<file path="src/rtl/horner_pkg.sv">
// Shared constants for the serial Horner evaluator.
// Assumes a fixed cubic (four coefficients per evaluation).
package horner_pkg;
    localparam int NUM_COEF  = 4;
    // Ring bit that is set on the edge sampling the constant term
    localparam int CAP_TAP   = 1;
    // Start value chosen so that the fourth edge after reset sees CAP_TAP
    localparam int INIT_POS  = (CAP_TAP + 1) % NUM_COEF;
    localparam logic [NUM_COEF-1:0] RING_INIT = NUM_COEF'(1) << INIT_POS;
endpackage

</file>
<file path="src/rtl/horner_ring.sv">
// One-hot phase ring: rotates left one place per clock and flags the
// cycle in which the last coefficient is on the input.
// Assumes rst_n is held low for at least one rising edge before use.
module horner_ring
    import horner_pkg::*;
(
    input  logic clk,
    input  logic rst_n,
    output logic cap
);
    logic [NUM_COEF-1:0] ring_q;

    // Rotate the single set bit; reset loads the aligned start value
    always_ff @(posedge clk) begin
        if (!rst_n) ring_q <= RING_INIT;
        else        ring_q <= {ring_q[NUM_COEF-2:0], ring_q[NUM_COEF-1]};
    end

    assign cap = ring_q[CAP_TAP];

    p_ring_onehot_r5: assert property (@(posedge clk) disable iff (!rst_n)
        $past(rst_n) |-> $countones(ring_q) == 1);

    p_ring_rotate_r5: assert property (@(posedge clk) disable iff (!rst_n)
        $past(rst_n) |->
        ring_q == {$past(ring_q[NUM_COEF-2:0]), $past(ring_q[NUM_COEF-1])});
endmodule

</file>
<file path="src/rtl/horner_mac.sv">
// Horner multiply-accumulate stage: acc <= x * (ai + acc), modulo 2^OUT_W.
// raw = acc + ai is the polynomial value once ai carries the constant term.
// Assumes OUT_W >= COEF_W and OUT_W > PT_W.
module horner_mac #(
    parameter int COEF_W = 3,
    parameter int PT_W   = 2,
    parameter int OUT_W  = 9
) (
    input  logic              clk,
    input  logic              rst_n,
    input  logic              restart,
    input  logic [COEF_W-1:0] ai,
    input  logic [PT_W-1:0]   x,
    output logic [OUT_W-1:0]  raw
);
    logic [OUT_W-1:0] acc_q;
    logic [OUT_W-1:0] sum;
    logic [OUT_W-1:0] prod;

    // Truncated sum and product feeding the accumulator
    always_comb begin
        sum  = acc_q + OUT_W'(ai);
        prod = sum * OUT_W'(x);
    end

    assign raw = sum;

    // Accumulate, or restart at zero after the constant term
    always_ff @(posedge clk) begin
        if (!rst_n || restart) acc_q <= '0;
        else                   acc_q <= prod;
    end

    p_acc_restart_r6: assert property (@(posedge clk) disable iff (!rst_n)
        $past(rst_n) && $past(restart) |-> acc_q == '0);
endmodule

</file>
<file path="src/rtl/horner_eval.sv">
// Serial cubic evaluator: coefficients arrive one per clock, highest first,
// x held constant; fx updates only with the completed value.
// Assumes evaluations start on the first cycle after reset release and
// follow each other every four cycles.
module horner_eval #(
    parameter int COEF_W = 3,
    parameter int PT_W   = 2,
    parameter int OUT_W  = 9
) (
    input  logic              clk,
    input  logic              rst_n,
    input  logic [COEF_W-1:0] ai,
    input  logic [PT_W-1:0]   x,
    output logic [OUT_W-1:0]  fx
);
    logic             cap;
    logic [OUT_W-1:0] raw;
    logic [OUT_W-1:0] fx_q;

    horner_ring u_ring (
        .clk   (clk),
        .rst_n (rst_n),
        .cap   (cap)
    );

    horner_mac #(
        .COEF_W (COEF_W),
        .PT_W   (PT_W),
        .OUT_W  (OUT_W)
    ) u_mac (
        .clk     (clk),
        .rst_n   (rst_n),
        .restart (cap),
        .ai      (ai),
        .x       (x),
        .raw     (raw)
    );

    // Capture the finished value only in the flagged phase
    always_ff @(posedge clk) begin
        if (!rst_n)   fx_q <= '0;
        else if (cap) fx_q <= raw;
    end

    assign fx = fx_q;

    p_fx_hold_r4: assert property (@(posedge clk) disable iff (!rst_n)
        $past(rst_n) && !$past(cap) |-> $stable(fx));

    p_fx_capture_r2: assert property (@(posedge clk) disable iff (!rst_n)
        $past(rst_n) && $past(cap) |-> fx == $past(raw));
endmodule

</file>
<file path="config.mk">
export PLATFORM = sky130hd
export DESIGN_NAME = horner_eval
export DESIGN_NICKNAME = d
export VERILOG_FILES = /design/src/rtl/horner_pkg.sv /design/src/rtl/horner_ring.sv /design/src/rtl/horner_mac.sv /design/src/rtl/horner_eval.sv
export SDC_FILE = /design/constraint.sdc
export NUM_CORES = 1
export LEC_CHECK = 0
export CORE_MARGIN = 2
export CORE_UTILIZATION = 58
export DETAILED_ROUTE_END_ITERATION = 16
export PLACE_DENSITY_LB_ADDON = 0.08
export SYNTH_ARGS = -nofsm -noshare
export SYNTH_HDL_FRONTEND = slang
export SYNTH_SLANG_ARGS = --single-unit
</file>
<file path="constraint.sdc">
create_clock -name clk -period 5.5 [get_ports clk]
set_input_delay 1.1 -clock clk [delete_from_list [all_inputs] [get_ports clk]]
set_output_delay 1.1 -clock clk [all_outputs]
set_load 0.01 [all_outputs]
</file>
==> metrics, run 1 <==
Final Cycle Share=69.0%; final setup skew=0.00725 ns; CTS tree=yes; reg2reg path depth=11; core area=2000 sq um; data arrival at the endpoint of the critical path=4.00 ns; worst r2r dst=u_mac.acc_q[8]; Final ANT Viol Nets=0; CTS Buf Count=3; CP max FO=3; Max Slew Vio Count=0; syn nets=151; post-synthesis sequential area ratio=34.8%; setup repair after global routing missed its margin=no; first-pass GRT wire length=3970 um; Antenna Cells=0; clock power share=20.1%; power density cells=245 nW/um^2; Avg Cell Area, Syn=9.58 sq um; Hold Slack=0.440 ns; synth top area cells=dfxtp_1 (35%), ha_1 (9.9%), nor2b_1 (6.4%), xnor2_1 (6.2%), and2_1 (5.9%); setup violators final=0; worst slew pin tran=0.566 ns; synth unique cells=31; setup TNS=0 ns; asr flop ratio synth=0%; Final min period=3.80 ns; width of the die=50.7 um; internal power=0.000247 W; commonest cells after routing, fill and taps aside=dfxtp_1 (22), clkdlybuf4s50_1 (15), nor2b_1 (13); first-pass iteration count of the detailed router=4; P&R area growth vs syn=15.3%; ys flop type=dfxtp_1; Residual DRC=0; share of the synthesized area in the top cell type=34.8%; fillers=153; wire per inst=12.7 um; outcome=completed; vias in the first global route=921; routed vias/inst=5.44; relative slew slack=62.2%; slowest cell on the critical path=fa_1; Hold Buf Count CTS=0; row count=16; type of the worst min-delay path=reg -> reg; number of setup buffers added after CTS=0; synthesized area=1260 sq um; Crit Path Category=in -> reg; DR iter-0 viols=11; post-cts gate resize count=0; # IOs=16; # Max-Cap Violations=0; Final Hold Fails=0; initial core utilization=63.2%; crit-path max cell delay=0.42 ns; EDFF count, synth=0; VDD IR max=0.000208 V; CP Capture Point=u_mac.acc_q[8]; min-delay src=u_ring.ring_q[3]; largest area contributor in the netlist=dfxtp_1; DP Area=1440 sq um; fin area=1460 sq um; clock slew at reported path FFs=0.11 ns; post-placement cell count=171; Layout Cells excl Fill=174; total routed wirelength=2220 um; clk_lat worst skew=0.31 ns; Logic pwr share=28.8%; Syn Inst Count=132; Overall Global Routing Usage=21.1%; startpoint types=input pin; hpwl dp=1730 um; Critical Path RT=5.70 ns; FF-to-FF Start=u_mac.acc_q[0]; sw power=0.000111 W; Pwr Total=0.000358 W; CTS sink cnt=22; Die Footprint=2570 sq um; Crit. Startpoint=ai[0]; Seq pwr share=51.2%; Clock Tree Buf Depth=2; port bufs=15; flop2flop setup slack=2.60 ns; Lkg Pwr=0.637 nW; switching share of total power=30.9%; # H-tree levels=1; synthesis warning total=0; overall die height=50.7 um; largest net degree at the start of global routing=16; FMAX=0.263 GHz; vias=947; FF+latch count, synth=22; total grt overflow=0; initial antenna violation count=0; GP Congestion=0.819; share of post-route cells with drive strength above 1=6.12%; commonest non-fill, non-tap cell in the layout=dfxtp_1; Crit. End Element=register; Root Buffer=clkbuf_4; crit path cell chain=clkdlybuf4s50_1 -> ha_1 -> fa_1 -> a21oi_2 -> nor2b_1 -> xnor2_1 -> nor2b_1 -> ha_1 -> a21oi_1 -> nand2_1 -> o221a_2 -> mux2_1; nets@finish=168
## logic make-up (layout without fill, tap and decap cells)
family	count (synthesis)	after routing	share of synthesized area, %
and+or+nand+nor	51	51	22.7
xor gates and xnor gates	12	12	8.31
AOI/OAI and AO/OA	21	21	12.9
DFF	22	22	34.8
muxes	8	8	6.43
buffers and inverters	6	21	1.88
adders and majority gates	12	12	13.1
## cells in the mapped netlist (all sizes together), types with 3 or more instances
| cell | instances |
|---|---|
| ha | 10 |
| nand2 | 12 |
| a21oi | 8 |
| and2 | 12 |
| mux2i | 7 |
| xnor2 | 9 |
| nor2 | 6 |
| xor2 | 3 |
| nand2b | 3 |
| nor2b | 13 |
| inv | 3 |
| dfxtp | 22 |
| o211a | 5 |
## final cells by class
cell class                      count  area [sq um]  area share, %
Multi-Input combinational cell    104           801           54.9
Clock buffer                        3          22.5           1.54
Sequential cell                    22           440           30.2
Timing Repair Buffer               15           150           10.3
Tap cell                           27          33.8           2.32
Inverter                            3          11.3          0.772
## registers in the layout, indices dropped and copies added (netlist names)
register,cells
u_mac.acc_q,9
fx,9
u_ring.ring_q,4
## stage by stage
stage | setup WS, ns | util, %
floorplan | 2.06 | -
global placement | 1.40 | 71.8
finish | 1.70 | 72.9
global route | 1.45 | 72.9
CTS | 1.70 | 72.9
detailed placement | 1.38 | 71.8
## per-layer routing
layer | vias up | wire (um) | GRT usage, %
li1 | 479 | - | -
met2 | 15 | 1080 | 36.2
met5 | - | 0 | 0
met1 | 449 | 1000 | 24.6
met4 | 0 | 46 | 9.46
met3 | 4 | 85 | 5.36
## critical path, delay by kind of cell
kind            cells  cell delay (ns)
fa+ha+maj           3             0.96
compound gates      3             0.71
buf+inv             1             0.41
mux                 1             0.28
xor+xnor            1             0.27
simple gates        3             0.26
## how the worst min path moves through the flow
stage                       endpoint  slack [ns]  depth (start not counted)
CTS                 u_ring.ring_q[1]        0.45                          1
global placement    u_ring.ring_q[0]        0.41                          1
floorplan           u_ring.ring_q[0]        0.41                          1
finish              u_ring.ring_q[0]        0.44                          1
global route        u_ring.ring_q[3]        0.46                          1
detailed placement  u_ring.ring_q[1]        0.42                          1
## power groups by stage
stage	sequential (W)	clock, W	combinational [W]
after floorplan	0.000185	0	0.0000777
after global placement	0.000187	0	0.000102
after detailed placement	0.000187	0	0.000104
after CTS	0.000183	0.0000758	0.000104
after global routing	0.000185	0.0000814	0.000117
final	0.000183	0.0000718	0.000103
Power figures use the tool's default switching activity.
==> inputs of run 2 (changes only) <==
CORE_UTILIZATION = 54   (was 58)
clock period = 3.69 ns   (was 5.5 ns; I/O delays follow)
==> metrics, run 2 (synthesis gave the netlist of run 1 again) <==
setup repair after global routing missed its margin=no; commonest cells after routing, fill and taps aside=dfxtp_1 (22), clkdlybuf4s50_1 (15), nor2b_1 (13); reg2reg path depth=10; fin area=1510 sq um; number of setup buffers added after CTS=0; clock slew at reported path FFs=0.13 ns; Pwr Total=0.000622 W; total grt overflow=0; Root Buffer=clkbuf_4; crit-path max cell delay=0.42 ns; P&R area growth vs syn=19.0%; core area=2210 sq um; Crit Path Category=in -> reg; initial core utilization=57.2%; VDD IR max=0.000294 V; fillers=186; overall die height=52.4 um; vias in the first global route=981; Final Cycle Share=91.1%; DR iter-0 viols=8; Lkg Pwr=0.660 nW; CTS sink cnt=22; Final Hold Fails=0; Final min period=3.36 ns; GP Congestion=0.846; # Max-Cap Violations=0; outcome=completed; Antenna Cells=0; Top cell by count, worst path=ha_1; hpwl dp=1860 um; total routed wirelength=2380 um; wire per inst=13.4 um; Clock Tree Buf Depth=2; commonest non-fill, non-tap cell in the layout=dfxtp_1; first-pass GRT wire length=4010 um; # H-tree levels=1; Residual DRC=0; Critical Path RT=3.90 ns; clk_lat worst skew=0.31 ns; Max Slew Vio Count=0; # IOs=16; relative slew slack=62.4%; Overall Global Routing Usage=20.1%; routed vias/inst=5.48; setup violators final=0; port bufs=15; Hold Path Cell Cnt=1; width of the die=52.4 um; CP max FO=3; Final ANT Viol Nets=0; Die Footprint=2750 sq um; CTS tree=yes; FMAX=0.297 GHz; WP depth=11; vias=976; DP Area=1450 sq um; worst slew pin tran=0.562 ns; data arrival at the endpoint of the critical path=3.57 ns; post-cts gate resize count=0; row count=17; first-pass iteration count of the detailed router=4; Hold Buf Count CTS=0; crit path cell chain=clkdlybuf4s50_1 -> ha_1 -> fa_1 -> a21oi_2 -> nor3b_1 -> xnor2_1 -> nor2b_1 -> ha_1 -> o21a_1 -> o221a_2 -> mux2_1; Top delay family on crit path=adder cells; crit path buf inv count=1; Crit. End Element=register; type of the worst min-delay path=reg -> reg; CTS Buf Count=3; largest net degree at the start of global routing=16; initial antenna violation count=0; nets@finish=170; power density cells=413 nW/um^2; slowest cell on the critical path=fa_1; share of post-route cells with drive strength above 1=8.00%; final setup skew=0.00723 ns; startpoint types=input pin
run 2: final cells by class:
cell class              count  area [sq um]  area share, %
multi-input cells         104           801           53.2
flip-flops and latches     22           440           29.3
repair buffers             17           165           11.0
well taps                  28          35.0           2.33
clock inverters             1          30.0           2.00
clock buffers               3          22.5           1.50
inverters                   3          11.3          0.748
run 2: worst paths after layout:
| path | from | to | slack [ns] |
|---|---|---|---|
| setup / recovery | ai[0] | u_mac.acc_q[8] | 0.33 |
| hold reg to reg | u_ring.ring_q[0] | u_ring.ring_q[1] | 0.45 |
| setup reg to reg | u_mac.acc_q[0] | u_mac.acc_q[8] | 0.88 |
| hold / removal | u_ring.ring_q[0] | u_ring.ring_q[1] | 0.45 |
run 2: stage by stage:
stage	setup slack, ns	hold slack [ns]	TNS (ns)	util (%)	std cells
4_1_cts	0.328	0.450	0	68.0	178
2_1_floorplan	0.611	0.412	0	-	132
3_5_place_dp	-0.0142	0.420	-0.0142	65.7	174
6_report	0.328	0.447	0	68.0	178
5_1_grt	0.199	0.479	0	68.0	178
3_3_place_gp	0.0323	0.416	0	65.7	174
run 2: report_power, final:
group | internal (W) | total (W) | leakage [nW] | switching, W
Combinational | 0.0000806 | 0.000163 | 0.452 | 0.0000826
Sequential | 0.000257 | 0.000275 | 0.180 | 0.0000181
Clock | 0.000110 | 0.000184 | 0.0279 | 0.0000738
Total | 0.000447 | 0.000622 | 0.660 | 0.000174
run 2: metal layers:
metal	global-route usage, %	wire length [um]	up-vias
met4	12.4	46	0
li1	-	-	491
met2	34.4	1160	20
met5	0	0	-
met3	3.14	87	6
met1	23.0	1080	459
==> inputs of run 3 (changes only) <==
SLEW_MARGIN = 20   (was default)
==> results of run 3 <==
No change in the layout: final DEF, timing and power equal those of run 2.
